==> src/rtl/dmarpt_pkg.sv <==
package dmarpt_pkg;

   localparam int unsigned SEL_W  = 2;
   localparam int unsigned CTRL_W = 8;

   typedef enum logic [SEL_W-1:0] {
      SEL_ADDR   = 2'd0,
      SEL_COUNT  = 2'd1,
      SEL_CTRL   = 2'd2,
      SEL_ENABLE = 2'd3
   } reg_sel_e;

   typedef struct packed {
      logic       wide;     // 1: two-byte step
      logic       down;     // 1: subtract step
      logic       rpt;      // 1: reload and loop at count end
      logic       dir;      // transfer direction
      logic [3:0] src;      // request source
   } ctrl_t;

endpackage

==> src/rtl/dmarpt_addr_unit.sv <==
module dmarpt_addr_unit #(
   parameter int unsigned ADDR_W = 16
) (
   input  logic              clk,
   input  logic              rst_n,
   input  logic              wr_addr,
   input  logic [ADDR_W-1:0] wdata,
   input  logic              step_en,
   input  logic              wide,
   input  logic              down,
   input  logic              restore,
   output logic [ADDR_W-1:0] addr,
   output logic [ADDR_W-1:0] start_addr
);

   localparam logic [ADDR_W-1:0] STEP_ONE = ADDR_W'(1);
   localparam logic [ADDR_W-1:0] STEP_TWO = ADDR_W'(2);

   logic [ADDR_W-1:0] step;
   logic [ADDR_W-1:0] stepped;

   always_comb begin
      step    = wide ? STEP_TWO : STEP_ONE;
      stepped = down ? (addr - step) : (addr + step);
   end

   always_ff @(posedge clk) begin
      if (!rst_n) begin
         addr       <= '0;
         start_addr <= '0;
      end else if (wr_addr) begin
         addr       <= wdata;
         start_addr <= wdata;
      end else if (restore) begin
         addr       <= start_addr;
      end else if (step_en) begin
         addr       <= stepped;
      end
   end


   restore_addr_chk: assert property (@(posedge clk) disable iff (!rst_n)
      (restore && !wr_addr) |=> (addr == $past(start_addr)));


   idle_addr_chk: assert property (@(posedge clk) disable iff (!rst_n)
      (!wr_addr && !restore && !step_en) |=> $stable(addr));


   start_hold_chk: assert property (@(posedge clk) disable iff (!rst_n)
      !wr_addr |=> $stable(start_addr));


   byte_up_chk: assert property (@(posedge clk) disable iff (!rst_n)
      (step_en && !restore && !wr_addr && !wide && !down)
      |=> (addr - $past(addr) == STEP_ONE));

endmodule

==> src/rtl/dmarpt_count_unit.sv <==
module dmarpt_count_unit #(
   parameter int unsigned CNT_W        = 8,
   parameter bit          RETAIN_COUNT = 1'b1
) (
   input  logic               clk,
   input  logic               rst_n,
   input  logic               wr_cnt,
   input  logic [2*CNT_W-1:0] wdata,
   input  logic               dec_en,
   input  logic               rpt,
   output logic [CNT_W-1:0]   cnt,
   output logic [CNT_W-1:0]   rld,
   output logic               expire
);

   localparam logic [CNT_W-1:0] CNT_LAST = CNT_W'(1);

   logic [CNT_W-1:0] cnt_next;
   logic [CNT_W-1:0] rld_next;

   assign expire = (cnt == CNT_LAST);

   always_comb begin
      cnt_next = cnt;
      rld_next = rld;
      if (wr_cnt) begin
         cnt_next = wdata[CNT_W-1:0];
         rld_next = wdata[2*CNT_W-1:CNT_W];
      end else if (dec_en) begin
         if (expire) cnt_next = rpt ? rld : '0;
         else        cnt_next = cnt - CNT_LAST;
      end
   end

   generate
      if (RETAIN_COUNT) begin : g_retain
         always_ff @(posedge clk) begin
            cnt <= cnt_next;
            rld <= rld_next;
         end
      end else begin : g_clear
         always_ff @(posedge clk) begin
            if (!rst_n) begin
               cnt <= '0;
               rld <= '0;
            end else begin
               cnt <= cnt_next;
               rld <= rld_next;
            end
         end
      end
   endgenerate


   count_step_chk: assert property (@(posedge clk) disable iff (!rst_n)
      (dec_en && !expire && !wr_cnt) |=> (cnt == $past(cnt) - CNT_LAST));


   reload_chk: assert property (@(posedge clk) disable iff (!rst_n)
      (dec_en && expire && rpt && !wr_cnt) |=> (cnt == $past(rld)));


   count_hold_chk: assert property (@(posedge clk) disable iff (!rst_n)
      (!dec_en && !wr_cnt) |=> $stable(cnt));

endmodule

==> src/rtl/dmarpt_ctrl_unit.sv <==
module dmarpt_ctrl_unit
   import dmarpt_pkg::*;
(
   input  logic              clk,
   input  logic              rst_n,
   input  logic              wr_ctrl,
   input  logic              wr_en,
   input  logic [CTRL_W-1:0] wdata,
   input  logic              xfer_ok,
   input  logic              expire,
   output ctrl_t             ctrl,
   output logic              en,
   output logic              done
);

   logic stop_now;

   assign stop_now = xfer_ok && expire && !ctrl.rpt;

   always_ff @(posedge clk) begin
      if (!rst_n) begin
         ctrl <= '0;
         en   <= 1'b0;
         done <= 1'b0;
      end else begin
         if (wr_ctrl) ctrl <= ctrl_t'(wdata);
         if (wr_en)         en <= wdata[0];
         else if (stop_now) en <= 1'b0;
         done <= stop_now;
      end
   end


   keep_enable_chk: assert property (@(posedge clk) disable iff (!rst_n)
      (xfer_ok && expire && ctrl.rpt && !wr_en) |=> en);


   normal_stop_chk: assert property (@(posedge clk) disable iff (!rst_n)
      (xfer_ok && expire && !ctrl.rpt && !wr_en) |=> (!en && done));


   done_single_chk: assert property (@(posedge clk) disable iff (!rst_n)
      done |=> !done);

endmodule

==> src/rtl/dmarpt_channel.sv <==
module dmarpt_channel
   import dmarpt_pkg::*;
#(
   parameter int unsigned ADDR_W       = 16,
   parameter int unsigned CNT_W        = 8,
   parameter int unsigned DATA_W       = 16,
   parameter bit          RETAIN_COUNT = 1'b1
) (
   input  logic              clk,
   input  logic              rst_n,
   input  logic              reg_wr,
   input  logic [1:0]        reg_sel,
   input  logic [DATA_W-1:0] reg_wdata,
   output logic [DATA_W-1:0] reg_rdata,
   input  logic              xfer_done,
   output logic [ADDR_W-1:0] mem_addr,
   output logic              chan_en,
   output logic              done_pulse,
   output logic              xfer_wide,
   output logic              xfer_dir,
   output logic [3:0]        xfer_src
);

   localparam int unsigned CW2 = 2 * CNT_W;

   generate
      if (ADDR_W > DATA_W) begin : g_bad_addr
         $error("dmarpt_channel: ADDR_W must not exceed DATA_W");
      end
      if (CW2 > DATA_W) begin : g_bad_cnt
         $error("dmarpt_channel: count word wider than DATA_W");
      end
      if (CTRL_W > DATA_W) begin : g_bad_ctrl
         $error("dmarpt_channel: control byte wider than DATA_W");
      end
   endgenerate

   reg_sel_e          sel;
   logic              wr_addr, wr_cnt, wr_ctrl, wr_en;
   logic              xfer_ok, expire, restore, step_en;
   ctrl_t             ctrl;
   logic [ADDR_W-1:0] start_addr;
   logic [CNT_W-1:0]  cnt, rld;

   assign sel     = reg_sel_e'(reg_sel);
   assign wr_addr = reg_wr && (sel == SEL_ADDR);
   assign wr_cnt  = reg_wr && (sel == SEL_COUNT);
   assign wr_ctrl = reg_wr && (sel == SEL_CTRL);
   assign wr_en   = reg_wr && (sel == SEL_ENABLE);

   assign xfer_ok = xfer_done && chan_en;
   assign restore = xfer_ok && expire && ctrl.rpt;
   assign step_en = xfer_ok && !restore;

   dmarpt_addr_unit #(.ADDR_W(ADDR_W)) u_addr (
      .clk        (clk),
      .rst_n      (rst_n),
      .wr_addr    (wr_addr),
      .wdata      (reg_wdata[ADDR_W-1:0]),
      .step_en    (step_en),
      .wide       (ctrl.wide),
      .down       (ctrl.down),
      .restore    (restore),
      .addr       (mem_addr),
      .start_addr (start_addr)
   );

   dmarpt_count_unit #(.CNT_W(CNT_W), .RETAIN_COUNT(RETAIN_COUNT)) u_count (
      .clk    (clk),
      .rst_n  (rst_n),
      .wr_cnt (wr_cnt),
      .wdata  (reg_wdata[CW2-1:0]),
      .dec_en (xfer_ok),
      .rpt    (ctrl.rpt),
      .cnt    (cnt),
      .rld    (rld),
      .expire (expire)
   );

   dmarpt_ctrl_unit u_ctrl (
      .clk     (clk),
      .rst_n   (rst_n),
      .wr_ctrl (wr_ctrl),
      .wr_en   (wr_en),
      .wdata   (reg_wdata[CTRL_W-1:0]),
      .xfer_ok (xfer_ok),
      .expire  (expire),
      .ctrl    (ctrl),
      .en      (chan_en),
      .done    (done_pulse)
   );

   assign xfer_wide = ctrl.wide;
   assign xfer_dir  = ctrl.dir;
   assign xfer_src  = ctrl.src;

   always_comb begin
      reg_rdata = '0;
      unique case (sel)
         SEL_ADDR:   reg_rdata[ADDR_W-1:0] = mem_addr;
         SEL_COUNT:  reg_rdata[CW2-1:0]    = {rld, cnt};
         SEL_CTRL:   reg_rdata[CTRL_W-1:0] = ctrl;
         SEL_ENABLE: reg_rdata[0]          = chan_en;
         default:    reg_rdata             = '0;
      endcase
   end


   start_latch_chk: assert property (@(posedge clk) disable iff (!rst_n)
      wr_addr |=> (start_addr == mem_addr));

endmodule

==> config.mk <==
export PLATFORM = sky130hd
export DESIGN_NAME = dmarpt_channel
export DESIGN_NICKNAME = d
export VERILOG_FILES = /design/src/rtl/dmarpt_pkg.sv /design/src/rtl/dmarpt_addr_unit.sv /design/src/rtl/dmarpt_count_unit.sv /design/src/rtl/dmarpt_ctrl_unit.sv /design/src/rtl/dmarpt_channel.sv
export SDC_FILE = /design/constraint.sdc
export NUM_CORES = 1
export LEC_CHECK = 0
export ABC_AREA = 0
export BUFFER_PORTS_ARGS = -buffer_cell sky130_fd_sc_hd__buf_2
export CORE_MARGIN = 2
export CORE_UTILIZATION = 55
export DETAILED_ROUTE_END_ITERATION = 7
export GPL_TIMING_DRIVEN = 0
export PLACE_DENSITY = 0.9
export SLEW_MARGIN = 20
export SYNTH_ARGS = -nofsm -noshare
export SYNTH_HDL_FRONTEND = slang
export SYNTH_HIERARCHICAL = 1
export SYNTH_SLANG_ARGS = --single-unit
export TNS_END_PERCENT = 50
==> constraint.sdc <==
create_clock -name clk -period 2.7 [get_ports clk]
set_input_delay 0 -clock clk [delete_from_list [all_inputs] [get_ports clk]]
set_output_delay 0 -clock clk [all_outputs]
set_load 0.02 [all_outputs]
# Word level (Yosys, flattened, before mapping)

Cells that the tools add are included.
Widths: inputs -> output; s select.

Flip-flop bits (word level): 58
Output and inout port bits: 40
Logic and storage cells: 47

$add $sub $neg: 3
Eq/ne operators: 4
Muxes and demuxes: 14
Reduce and logical (&&, ||, !) cells: 15

Operator list:

| cell                | number |
|---|---|
| $mux 16             | 4 |
| $mux 8              | 4 |
| $pmux 7 s3          | 1 |
| $add 16x16->16      | 1 |
| $pmux 8 s2          | 1 |
| $sub 16x16->16      | 1 |
| $logic_and 1x1->1   | 9 |
| $eq 8x1->1 const B  | 1 |
| $sub 8x1->8 const B | 1 |
| $eq 2x2->1 const B  | 2 |
| $pmux 1 s4          | 1 |
| $reduce_bool 2->1   | 2 |
| $reduce_bool 3->1   | 1 |
| $eq 2x1->1 const B  | 1 |
| $logic_not 1->1     | 2 |
| $logic_not 2->1     | 1 |
| $mux 1              | 2 |
| $mux 2              | 1 |

# Longest topological paths before layout

Gate-level depths: netlist of run 1.

Word-level depth: 8
Depth in mapped cells: 13
Mapped depth without buffers: 11

# By module

Netlist of run 1, hierarchy kept.

Modules (own cells, without submodules):

| module            | times used | cells an instance | area an instance (um^2) | sequential area each (um^2) |
|---|---|---|---|---|
| dmarpt_addr_unit  | 1          | 276               | 2240.9                  | 640.6 |
| dmarpt_count_unit | 1          | 70                | 858.3                   | 480.5 |
| dmarpt_ctrl_unit  | 1          | 33                | 377.9                   | 200.2 |
| dmarpt_channel    | 1          | 45                | 370.4                   | 0.0 |

# Worst setup path after synthesis of run 1

No wires, ideal clock.

Path kind: flip-flop to flip-flop
Start: register u_count.cnt[2]
End: register u_addr.addr[0]
Library setup time: 65 ps
Arrival: 2370 ps
Path slack: 266 ps
Stages on the path, launching flop included: 12
Buffers on the path: 4
Clock period less this slack: 2434 ps
Path through: edfxtp_1 -> nor4_2 -> and4b_1 -> buf_4 -> buf_6 -> and3_1 -> clkbuf_1 -> buf_2 -> nor2_1 -> a221oi_1 -> a21oi_1 -> nor2_1

Word-level cells in the longest chain between the ends: 6
Elaborated cells between the ends (all ways): 8

RTL lines:

| item                                | RTL line                | RTL |
|---|---|---|
| from (decl)                         | dmarpt_count_unit.sv:11 | `output logic [CNT_W-1:0] cnt,` |
| from (signal assigned)              | dmarpt_count_unit.sv:38 | `cnt <= cnt_next;` |
| $eq 8x1->1 (*)                      | dmarpt_count_unit.sv:21 | `assign expire = (cnt == CNT_LAST);` |
| via expire                          | dmarpt_channel.sv:40    | `logic xfer_ok, expire, restore, step_en;` |
| $logic_and 1x1->1 (*) (2 in series) | dmarpt_channel.sv:52    | `assign restore = xfer_ok && expire && ctrl.rpt;` |
| via restore                         | dmarpt_channel.sv:40    |  |
| $logic_not 1->1                     | dmarpt_channel.sv:53    | `assign step_en = xfer_ok && !restore;` |
| $logic_and 1x1->1                   | dmarpt_channel.sv:53    |  |
| $reduce_bool 3->1 (no line)         | n/a                     |  |
| to (signal assigned)                | dmarpt_addr_unit.sv:32  | `addr <= wdata;` |
| to (signal assigned)                | dmarpt_addr_unit.sv:35  | `addr <= start_addr;` |
| to (signal assigned)                | dmarpt_addr_unit.sv:37  | `addr <= stepped;` |
| to (decl)                           | dmarpt_addr_unit.sv:12  | `output logic [ADDR_W-1:0] addr,` |

The timed path passes the listed nets; every way through them passes the cells marked *.
A chain may end at the register's enable or synchronous reset.

# Worst setup path in the final report of run 1

Start: register u_count.cnt[3]
End: register u_addr.addr[12]

Same word-level chain as after synthesis.

==> results of run 1 <==
[layer usage]
metal | share of wire, % | global-route usage, %
met1 | 39 | 38.0
met3 | 8.9 | 6.88
met4 | 4.2 | 16.4
met2 | 48 | 52.3
met5 | 0 | 0
[metrics by stage]
| step | util, % | cell area, sq um | cells |
|---|---|---|---|
| after floorplan | - | 3850 | 424 |
| after global placement | 62.9 | 4270 | 581 |
| after detailed placement | 62.9 | 4270 | 581 |
| after CTS | 68.3 | 4640 | 610 |
| after global routing | 69.2 | 4700 | 615 |
| final | 69.2 | 4700 | 615 |
[cells by family (layout without fill, tap and decap cells)]
logic type      Yosys count  in the layout  synth area share [%]
buf+inv                  38            133                  5.24
compound gates          122            122                  22.1
fa+ha+maj                18             18                  6.05
mux                      43             43                  11.7
simple gates            134            134                  18.1
xor+xnor                 11             11                  2.50
flops                    58             58                  34.3
[flip-flops by register name, summed over array words and instances, names as in the netlist]
signal,cells
u_addr/addr,16
u_addr/start_addr,16
u_count/cnt,8
u_count/rld,8
u_ctrl/ctrl,8
u_ctrl/done,1
u_ctrl/en,1
[final timing paths]
check,cells after the start,end,start
setup / recovery,11,u_addr/addr[12]$_SDFFE_PN0P_,u_count/cnt[3]$_DFFE_PP_
hold / removal,3,u_ctrl/ctrl[2]$_SDFFE_PN0P_,reg_wdata[2]
setup reg to reg,11,u_addr/addr[12]$_SDFFE_PN0P_,u_count/cnt[3]$_DFFE_PP_
hold reg to reg,2,u_addr/start_addr[11]$_SDFFE_PN0P_,u_addr/start_addr[11]$_SDFFE_PN0P_
[timing repair]
| item | 4_1_cts | 5_1_grt |
|---|---|---|
| endpoints found under the hold margin | 30 | 0 |
| cloned | 0 | 0 |
| setup buffers | 0 | 5 |
| endpoints found under the setup margin | 16 | 16 |
| hold buffers | 14 | 0 |
| gates resized for setup | 5 | 8 |
[critical path, cell delays in order, from the launching register on]
cell and delay, ns:
edfxtp_1 0.47, nor4_4 0.39, and4b_1 0.25, buf_4 0.14
buf_6 0.15, and3_4 0.30, buf_4 0.22, inv_1 0.09
nor2_1 0.08, o21ai_0 0.10, o211ai_1 0.19, a31oi_1 0.07
[power groups by stage]
stage	clock network [mW]	logic (mW)	registers, mW
6_report	0.905	0.376	0.972
5_1_grt	0.941	0.403	0.975
4_1_cts	0.899	0.356	0.973
3_5_place_dp	0	0.337	0.991
3_3_place_gp	0	0.328	0.989
2_1_floorplan	0	0.214	0.995
[layout by cell type, fill, tap and decap left out, drive strengths merged, types with 3 or more instances in the layout]
cell         instances
nor2b               30
o211ai               7
o2bb2ai              7
nand2               36
xor2                 4
dlygate4sd3         14
a21o                 4
o31ai                4
clkinv               3
buf                 77
a21boi               9
nor3                 4
o21a                 3
nor2                32
edfxtp              16
a21oi               28
clkbuf              21
xnor2                7
nand3                5
a31oi               11
inv                 15
o21ai               28
mux2i               40
and3                 3
and2                 4
dfxtp               42
a211oi               3
ha                  17
nand2b               5
[layout make-up]
| type | instances | area share, % |
|---|---|---|
| buffer | 23 | 3.25 |
| clock buffer | 9 | 2.64 |
| clock inverter | 7 | 1.97 |
| inverter | 14 | 1.12 |
| multi-input combinational | 328 | 50.0 |
| sequential | 58 | 28.2 |
| tap | 96 | 2.56 |
| timing repair buffer | 80 | 10.3 |
==> flow_summary.yaml, run 1 <==
status:
  status: "completed"
pwr:
  power.switching_uw: 648
  power_frac_seq_pct: 43.1
  p_sw_share_pct: 28.8
  leakage_nw: 1.97
  total_power_mw: 2.25
  vdd_drop_max_mv: 0.218
  p_per_area_mw_per_mm2: 479
  pwr-share-comb_pct: 16.7
  intPower_mw: 1.60
  clkPwrFrac_pct: 40.2
clock_tree:
  numCtsBuffers: 9
  htreeDepth: 3
  clock-sinks: 58
  cts_max_path_buffers: 2
  clk_pin_slew_ns: 0.08
  cts_root_buffer: "clkbuf_8"
  worst_skew_pair.late_latency_ns: 0.35
  cts_tree: "built"
global_route:
  antenna_found_initial: 0
  gr-total-overflow: 0
  grt_use_total_pct: 31.4
  grt_pass1_vias: 3589
  grt_max_degree: 18
  grt_pass1_wl_microns: 18300
timing:
  clock.fmax_mhz: 389
  fin_skew_ns: 0.0113
  worst_pin_slew_ns: 0.577
  drv_slew: 0
  rsz0062_at_grt: "false"
  hold_viol: 0
  fin_hold_ws_ns: 0.0157
  slew_headroom_pct: 61.6
  finalWorstSetupSlack_ns: 0.126
  tns_ns: 0
  final-setup-viol-count: 0
  min_period_over_period_pct: 95.3
  post-route-min-period_ns: 2.57
drt:
  ant_nets: 0
  avgViaCountPerCell: 6.23
  firstDrtPassIters: 6
  drt_wl_total_microns: 12100
  drtIter0Drc: 422
  num_vias: 3830
  drc: 0
  wl_per_cell_microns: 19.6
layout:
  multi_input_area_sq_mm: 0.00235
  seqCellArea_sq_mm: 0.00133
  syn2layout_area_growth_pct: 22.1
  layout-drive-gt1-share_pct: 23.7
  nets: 554
  fillers: 489
  diodes: 0
floorplanning:
  coreArea_sq_mm: 0.00679
  dieHeight_microns: 87.6
  start_util_pct: 56.6
  die_w_microns: 87.6
  die-area_sq_mm: 0.00768
  rows: 30
  ioPinCount: 62
synthesis:
  synth_commonest_cells: "42 x dfxtp_1, 40 x mux2i_1, 36 x nand2_1, 31 x nor2_1, 30 x nor2b_1"
  synth_nets: 464
  synthFlopType: "dfxtp_1"
  yosysMostFrequentCell: "dfxtp_1"
  synth_warnings: 6
  synth_edf_count: 16
  synthCells: 424
  synth_top_cell_area_share_pct: 21.9
  synthesis.area_sq_mm: 0.00385
  netlist.top_cell.by_area: "dfxtp_1"
  synthTopCellsByArea: "dfxtp_1 22%, edfxtp_1 12%, mux2i_1 10%"
  ys_ff_latch: 58
  yosysSeqAreaShare_pct: 34.3
  synth.distinct_cells: 74
  avgSynthCellArea_sq_um: 9.07
  synth-async-reset-ratio_pct: 0
setup_path:
  critical_path_class: "flop to flop"
  reg2reg_slack_ns: 0.13
  endpoint_kind: "flop"
  worstPathMaxFanout: 12
  critPathLaunchType: "flop"
  cp.required_ns: 2.94
  crit_arrival_ns: 2.81
flow_run:
  drv_cap: 0
placed_design:
  gp_congestion: 0.882
  place.port_buffers: 61
  place_ws_ns: -0.354
  place_hpwl_microns: 8360
min_path:
  hold_path.class: "primary input to flop"
Note: power is estimated with default switching activity, not from simulation.
==> run 2, diff against run 1 <==
CELL_PAD_IN_SITES_DETAIL_PLACEMENT = 1   (was not set)
CELL_PAD_IN_SITES_GLOBAL_PLACEMENT = 1   (was not set)
CORE_UTILIZATION = 43   (was 55)
PLACE_DENSITY = 0.92   (was 0.9)
==> run 2 against run 1 <==
Against the previous run:
- the run now ends with negative setup slack left
- die area increased by 27%
- largest power group unchanged
- register-to-register slack got worse by 0.31 ns
- total power decreased by 1.4%
- critical path type unchanged
- clock power decreased by 8.6%
- setup slack got worse by 0.31 ns
- critical endpoint is now u_addr/addr[9]$_SDFFE_PN0P_
- first-iteration DRC count increased by 8.5%
- critical path depth unchanged
- via count increased by 8.5%
==> flow_summary.yaml, run 2 (same netlist as run 1, synthesis figures left out) <==
status:
  status: "finished with violations"
  failed_checks: "negative setup slack"
clock_tree:
  worst_skew_pair.late_latency_ns: 0.35
  numCtsBuffers: 9
  clk_pin_slew_ns: 0.07
  clock-sinks: 58
  cts_root_buffer: "clkbuf_8"
  cts_max_path_buffers: 2
  htreeDepth: 3
  cts_tree: "built"
timing:
  slew_headroom_pct: 57.4
  worst_pin_slew_ns: 0.639
  drv_slew: 0
  finalWorstSetupSlack_ns: -0.187
  hold_viol: 0
  clock.fmax_mhz: 346
  fin_skew_ns: 0.00833
  fin_hold_ws_ns: 0.0222
  post-route-min-period_ns: 2.89
  tns_ns: -0.509
  min_period_over_period_pct: 107
  final-setup-viol-count: 6
layout:
  nets: 565
  layout-drive-gt1-share_pct: 26.8
  layout_common_cells: "64 x buf_2, 40 x dfxtp_1, 39 x mux2i_1"
  reg_top3: "u_addr/addr x16, u_addr/start_addr x16"
  syn2layout_area_growth_pct: 25.3
  final_common_cell: "buf_2"
drt:
  drtIter0Drc: 458
  avgViaCountPerCell: 6.51
  drc: 0
  num_vias: 4157
  firstDrtPassIters: 5
  ant_nets: 0
  wl_per_cell_microns: 25.6
  drt_wl_total_microns: 16400
setup_path:
  crit_slowest_cell: "a222oi_1"
  worstPathMaxFanout: 12
  cpMostUsedCell: "nor2_1"
  crit_arrival_ns: 3.11
  critical_path_class: "flop to flop"
  endpoint_kind: "flop"
  path_cells: "ha_1 > and4b_1 > buf_4 > buf_6 > a21boi_1 > clkbuf_4 > inv_1 > nor2_2 > nor2_1 > a222oi_1 > nor2_1"
  max_stage_delay_ns: 0.45
  cp.required_ns: 2.92
  critPathLaunchType: "flop"
flow_run:
  drv_cap: 0
placed_design:
  place.port_buffers: 61
  place_hpwl_microns: 10200
  gp_congestion: 0.896
  place_ws_ns: -0.510
floorplanning:
  ioPinCount: 62
  die_w_microns: 98.6
  dieHeight_microns: 98.6
  coreArea_sq_mm: 0.00868
  start_util_pct: 44.3
  rows: 34
  die-area_sq_mm: 0.00972
pwr:
  vdd_drop_max_mv: 0.208
  p_per_area_mw_per_mm2: 461
  leakage_nw: 2.04
global_route:
  grt_pass1_vias: 4261
  gr-total-overflow: 0
  grt_use_total_pct: 32.8
  antenna_found_initial: 2
  grt_pass1_wl_microns: 24400
  grt_max_degree: 18
min_path:
  hold_path.class: "primary input to flop"
-- run 2: changes by cell type in the layout (fill, tap and decap cells not counted), moves of 2 or more --
cell | previous run | this run
diode_2 | 0 | 2
clkbuf_8 | 10 | 13
bufinv_16 | 2 | 0
dlygate4sd3_1 | 14 | 11
buf_4 | 7 | 21
-- run 2: critical path, delay by kind of cell, from the launching register on --
kind,cells,cell delay (ns)
adders and majority gates,1,0.26
AOI/OAI and AO/OA,2,0.74
DFF,1,0.42
buffers and inverters,4,0.68
and+or+nand+nor,4,0.65
-- run 2: metal layers --
metal,up-vias,GRT usage [%],part of all wire (%)
met5,-,0,0
met2,284,56.1,48
met4,0,17.7,6.6
met3,90,6.88,7.1
li1,1751,-,-
met1,2032,38.5,38
-- run 2: cell type report --
| type | instances | area (sq um) |
|---|---|---|
| Antenna cell | 2 | 5.00 |
| Buffer | 23 | 153 |
| Clock buffer | 14 | 194 |
| Clock inverter | 1 | 5.00 |
| Fill cell | 1027 | 3860 |
| Inverter | 14 | 52.6 |
| Multi-Input combinational cell | 328 | 2390 |
| Sequential cell | 58 | 1330 |
| Tap cell | 108 | 135 |
| Timing Repair Buffer | 91 | 558 |
-- run 2: worst paths after layout --
check	start	end	slack, ns	depth (start not counted)
worst max-delay path	u_count/cnt[0]$_DFFE_PP_	u_addr/addr[9]$_SDFFE_PN0P_	-0.19	11
worst min-delay path	reg_wdata[0]	u_ctrl/en$_SDFFE_PN0P_	0.02	3
worst max register to register	u_count/cnt[0]$_DFFE_PP_	u_addr/addr[9]$_SDFFE_PN0P_	-0.19	11
worst min register to register	u_addr/start_addr[12]$_SDFFE_PN0P_	u_addr/start_addr[12]$_SDFFE_PN0P_	0.51	2
-- run 2: through the flow --
step,utilization (%),power (mW),cells,area [sq um]
after floorplan,-,1.21,424,3850
after global placement,49.4,1.32,593,4290
after detailed placement,49.4,1.35,593,4290
after CTS,53.8,2.17,625,4670
after global routing,55.6,2.28,639,4820
final,55.6,2.22,639,4820
-- run 2: timing repair --
item                                   in CTS  in global routing
buffers inserted                            7                 12
resized for setup                          10                 12
endpoints found under the hold margin      17                  0
setup endpoints to repair                  16                 16
hold buffers                               11                  0
pin swaps                                   1                  5
-- run 2: power by group --
group | total [mW] | internal [mW] | switching (mW)
logic | 0.417 | 0.161 | 0.256
registers | 0.976 | 0.932 | 0.0445
clock network | 0.827 | 0.459 | 0.369
==> run 3, diff against run 2 <==
CELL_PAD_IN_SITES_DETAIL_PLACEMENT = not set   (was 1)
CELL_PAD_IN_SITES_GLOBAL_PLACEMENT = not set   (was 1)
CORE_UTILIZATION = 55   (was 43)
PLACE_DENSITY = 0.9   (was 0.92)
SYNTH_HIERARCHICAL = not set   (was 1)
==> run 3 against run 2 <==
Against the previous run:
- the run ends with design-rule violations left
- die area shrank 26%
- wire length shrank 26%
- setup slack gained 0.31 ns
- first-iteration DRC count grew 47%
- sequential power is essentially flat
==> flow_summary.yaml, run 3 <==
status:
  status: "finished with violations"
  failed_checks: "design-rule violations"
global_route:
  grt_pass1_wl_microns: 18700
  top_usage_layer: "met2"
  grt_use_met3_pct: 6.81
  grt_use_total_pct: 33.3
  gr-total-overflow: 0
  grt_pass1_vias: 3850
  antenna_found_initial: 0
  use_met2_pct: 55.3
  grt_max_degree: 18
  grt_use_met1_pct: 41.2
layout:
  nets: 559
  final_common_cell: "nand2_1"
  layout-drive-gt1-share_pct: 16.6
  multi_input_area_sq_mm: 0.00214
  layout_common_cells: "69 x nand2_1, 65 x buf_2, 41 x dfxtp_1"
  syn2layout_area_growth_pct: 22.1
  seqCellArea_sq_mm: 0.00133
  post-route-util_pct: 69.2
  diodes: 0
  reg_top3: "u_addr.addr x16, u_addr.start_addr x16"
  fillers: 413
  finalInstanceArea_sq_mm: 0.00439
drt:
  drtIter0Drc: 674
  firstDrtPassIters: 8
  drc: 2
  drt_wl_total_microns: 12100
  num_vias: 4022
  ant_nets: 0
  wl_per_cell_microns: 20.1
  avgViaCountPerCell: 6.69
setup_path:
  path_cells: "inv_1 > ha_1 > fa_1 > nor2b_1 > o31a_1 > o22ai_2 > o21ai_1 > xnor2_1 > a221oi_1"
  critical_path_class: "flop to flop"
  reg2reg_depth: 9
  cp.required_ns: 2.91
  endpoint_kind: "flop"
  worstPathMaxFanout: 4
  critPathLaunchType: "flop"
  crit_slowest_cell: "dfxtp_1"
  max_stage_delay_ns: 0.45
  crit_arrival_ns: 2.79
clock_tree:
  cts_tree: "built"
  clk_pin_slew_ns: 0.07
  clock-sinks: 58
  worst_skew_pair.late_latency_ns: 0.35
  numCtsBuffers: 9
  cts_max_path_buffers: 2
  post_cts_buffers: 0
  htreeDepth: 3
  cts_root_buffer: "clkbuf_8"
timing:
  min_period_over_period_pct: 95.5
  clock.fmax_mhz: 388
  drv_slew: 0
  post-route-min-period_ns: 2.58
  fin_skew_ns: 0.00863
  fin_hold_ws_ns: 0.0451
  rsz0062_at_grt: "false"
  final-setup-viol-count: 0
  hold_viol: 0
  worst_pin_slew_ns: 0.674
  slew_headroom_pct: 55.1
  tns_ns: 0
floorplanning:
  die-area_sq_mm: 0.00720
  dieHeight_microns: 84.9
  ioPinCount: 62
  coreArea_sq_mm: 0.00635
  rows: 29
  start_util_pct: 56.6
  die_w_microns: 84.9
min_path:
  hold_path_depth: 4
  hold_path.class: "primary input to flop"
placed_design:
  place_hpwl_microns: 8230
  postPlaceCellArea_sq_mm: 0.00399
  place.port_buffers: 60
  gp_congestion: 0.901
synthesis:
  synth.distinct_cells: 56
  synth_nets: 471
  synth_edf_count: 16
  synthFlopType: "dfxtp_1"
  synth_commonest_cells: "69 x nand2_1, 42 x dfxtp_1, 37 x nor2_1, 31 x a21oi_1, 25 x mux2i_1"
  synth-async-reset-ratio_pct: 0
  yosysMostFrequentCell: "nand2_1"
  synth_top_cell_area_share_pct: 23.4
  ys_ff_latch: 58
  synthCells: 431
  synthesis.area_sq_mm: 0.00360
  yosysSeqAreaShare_pct: 36.7
  synth_warnings: 0
  avgSynthCellArea_sq_um: 8.34
  netlist.top_cell.by_area: "dfxtp_1"
  synthTopCellsByArea: "dfxtp_1 23%, edfxtp_1 13%, nand2_1 7.2%"
pwr:
  total_power_mw: 2.17
  vdd_drop_max_mv: 0.353
  leakage_nw: 1.97
  p_per_area_mw_per_mm2: 494
flow_run:
  drv_cap: 0
==> run 3: per-layer routing <==
| metal | wire length, microns | part of all wire (%) |
|---|---|---|
| met5 | 0 | 0 |
| met4 | 652 | 5.4 |
| met3 | 1260 | 10 |
| met2 | 5700 | 47 |
| met1 | 4460 | 37 |
==> run 3: final cells by class <==
class,count,share of cell area (%)
buffer,25,2.45
clock buffer,14,3.93
multi-input combinational,338,48.7
timing repair buffer,78,10.9
tap,77,2.19
clock inverter,2,0.798
inverter,9,0.769
sequential,58,30.2
==> run 3: cells by family (layout without fill, tap and decap cells) <==
group,after synthesis,count (layout),synth area share [%]
multiplexers,26,26,7.59
AND/OR/NAND/NOR,163,163,20.6
adder cells (fa/ha/maj),18,18,6.47
buffers and inverters,35,128,4.04
XOR/XNOR,10,10,2.44
AO/OA/AOI/OAI,121,121,22.1
flip-flops,58,58,36.7
==> run 3: critical path: cells and delay by family, from the launching register on <==
family                   cells  cell delay, ns
adder cells (fa/ha/maj)      2            0.64
buffers and inverters        1            0.08
XOR/XNOR                     1            0.12
flip-flops                   1            0.45
AO/OA/AOI/OAI                4            0.98
AND/OR/NAND/NOR              1            0.17
==> run 3: power by group <==
part	total [mW]	switching [mW]	internal, mW
combinational	0.349	0.213	0.135
clock	0.846	0.345	0.501
sequential	0.975	0.0437	0.931
total	2.17	0.602	1.57
==> run 3: timing repair <==
action	4_1_cts	5_1_grt
hold endpoints to repair	43	0
setup endpoints to repair	3	5
hold buffers	18	0
gates resized for setup	1	3
==> run 3: per-stage QoR <==
step	setup WS, ns	instances
2_1_floorplan	0.412	431
3_5_place_dp	-0.0528	568
5_1_grt	0.0704	601
4_1_cts	0.205	602
6_report	0.121	601
3_3_place_gp	0.0632	568
==> run 3: final timing paths <==
path              slack, ns                                 end                               start
setup / recovery       0.12        u_addr.addr[14]$_SDFFE_PN0P_         u_addr.addr[0]$_SDFFE_PN0P_
hold / removal         0.05              u_ctrl.en$_SDFFE_PN0P_                           xfer_done
setup reg to reg       0.12        u_addr.addr[14]$_SDFFE_PN0P_         u_addr.addr[0]$_SDFFE_PN0P_
hold reg to reg        0.46  u_addr.start_addr[12]$_SDFFE_PN0P_  u_addr.start_addr[12]$_SDFFE_PN0P_
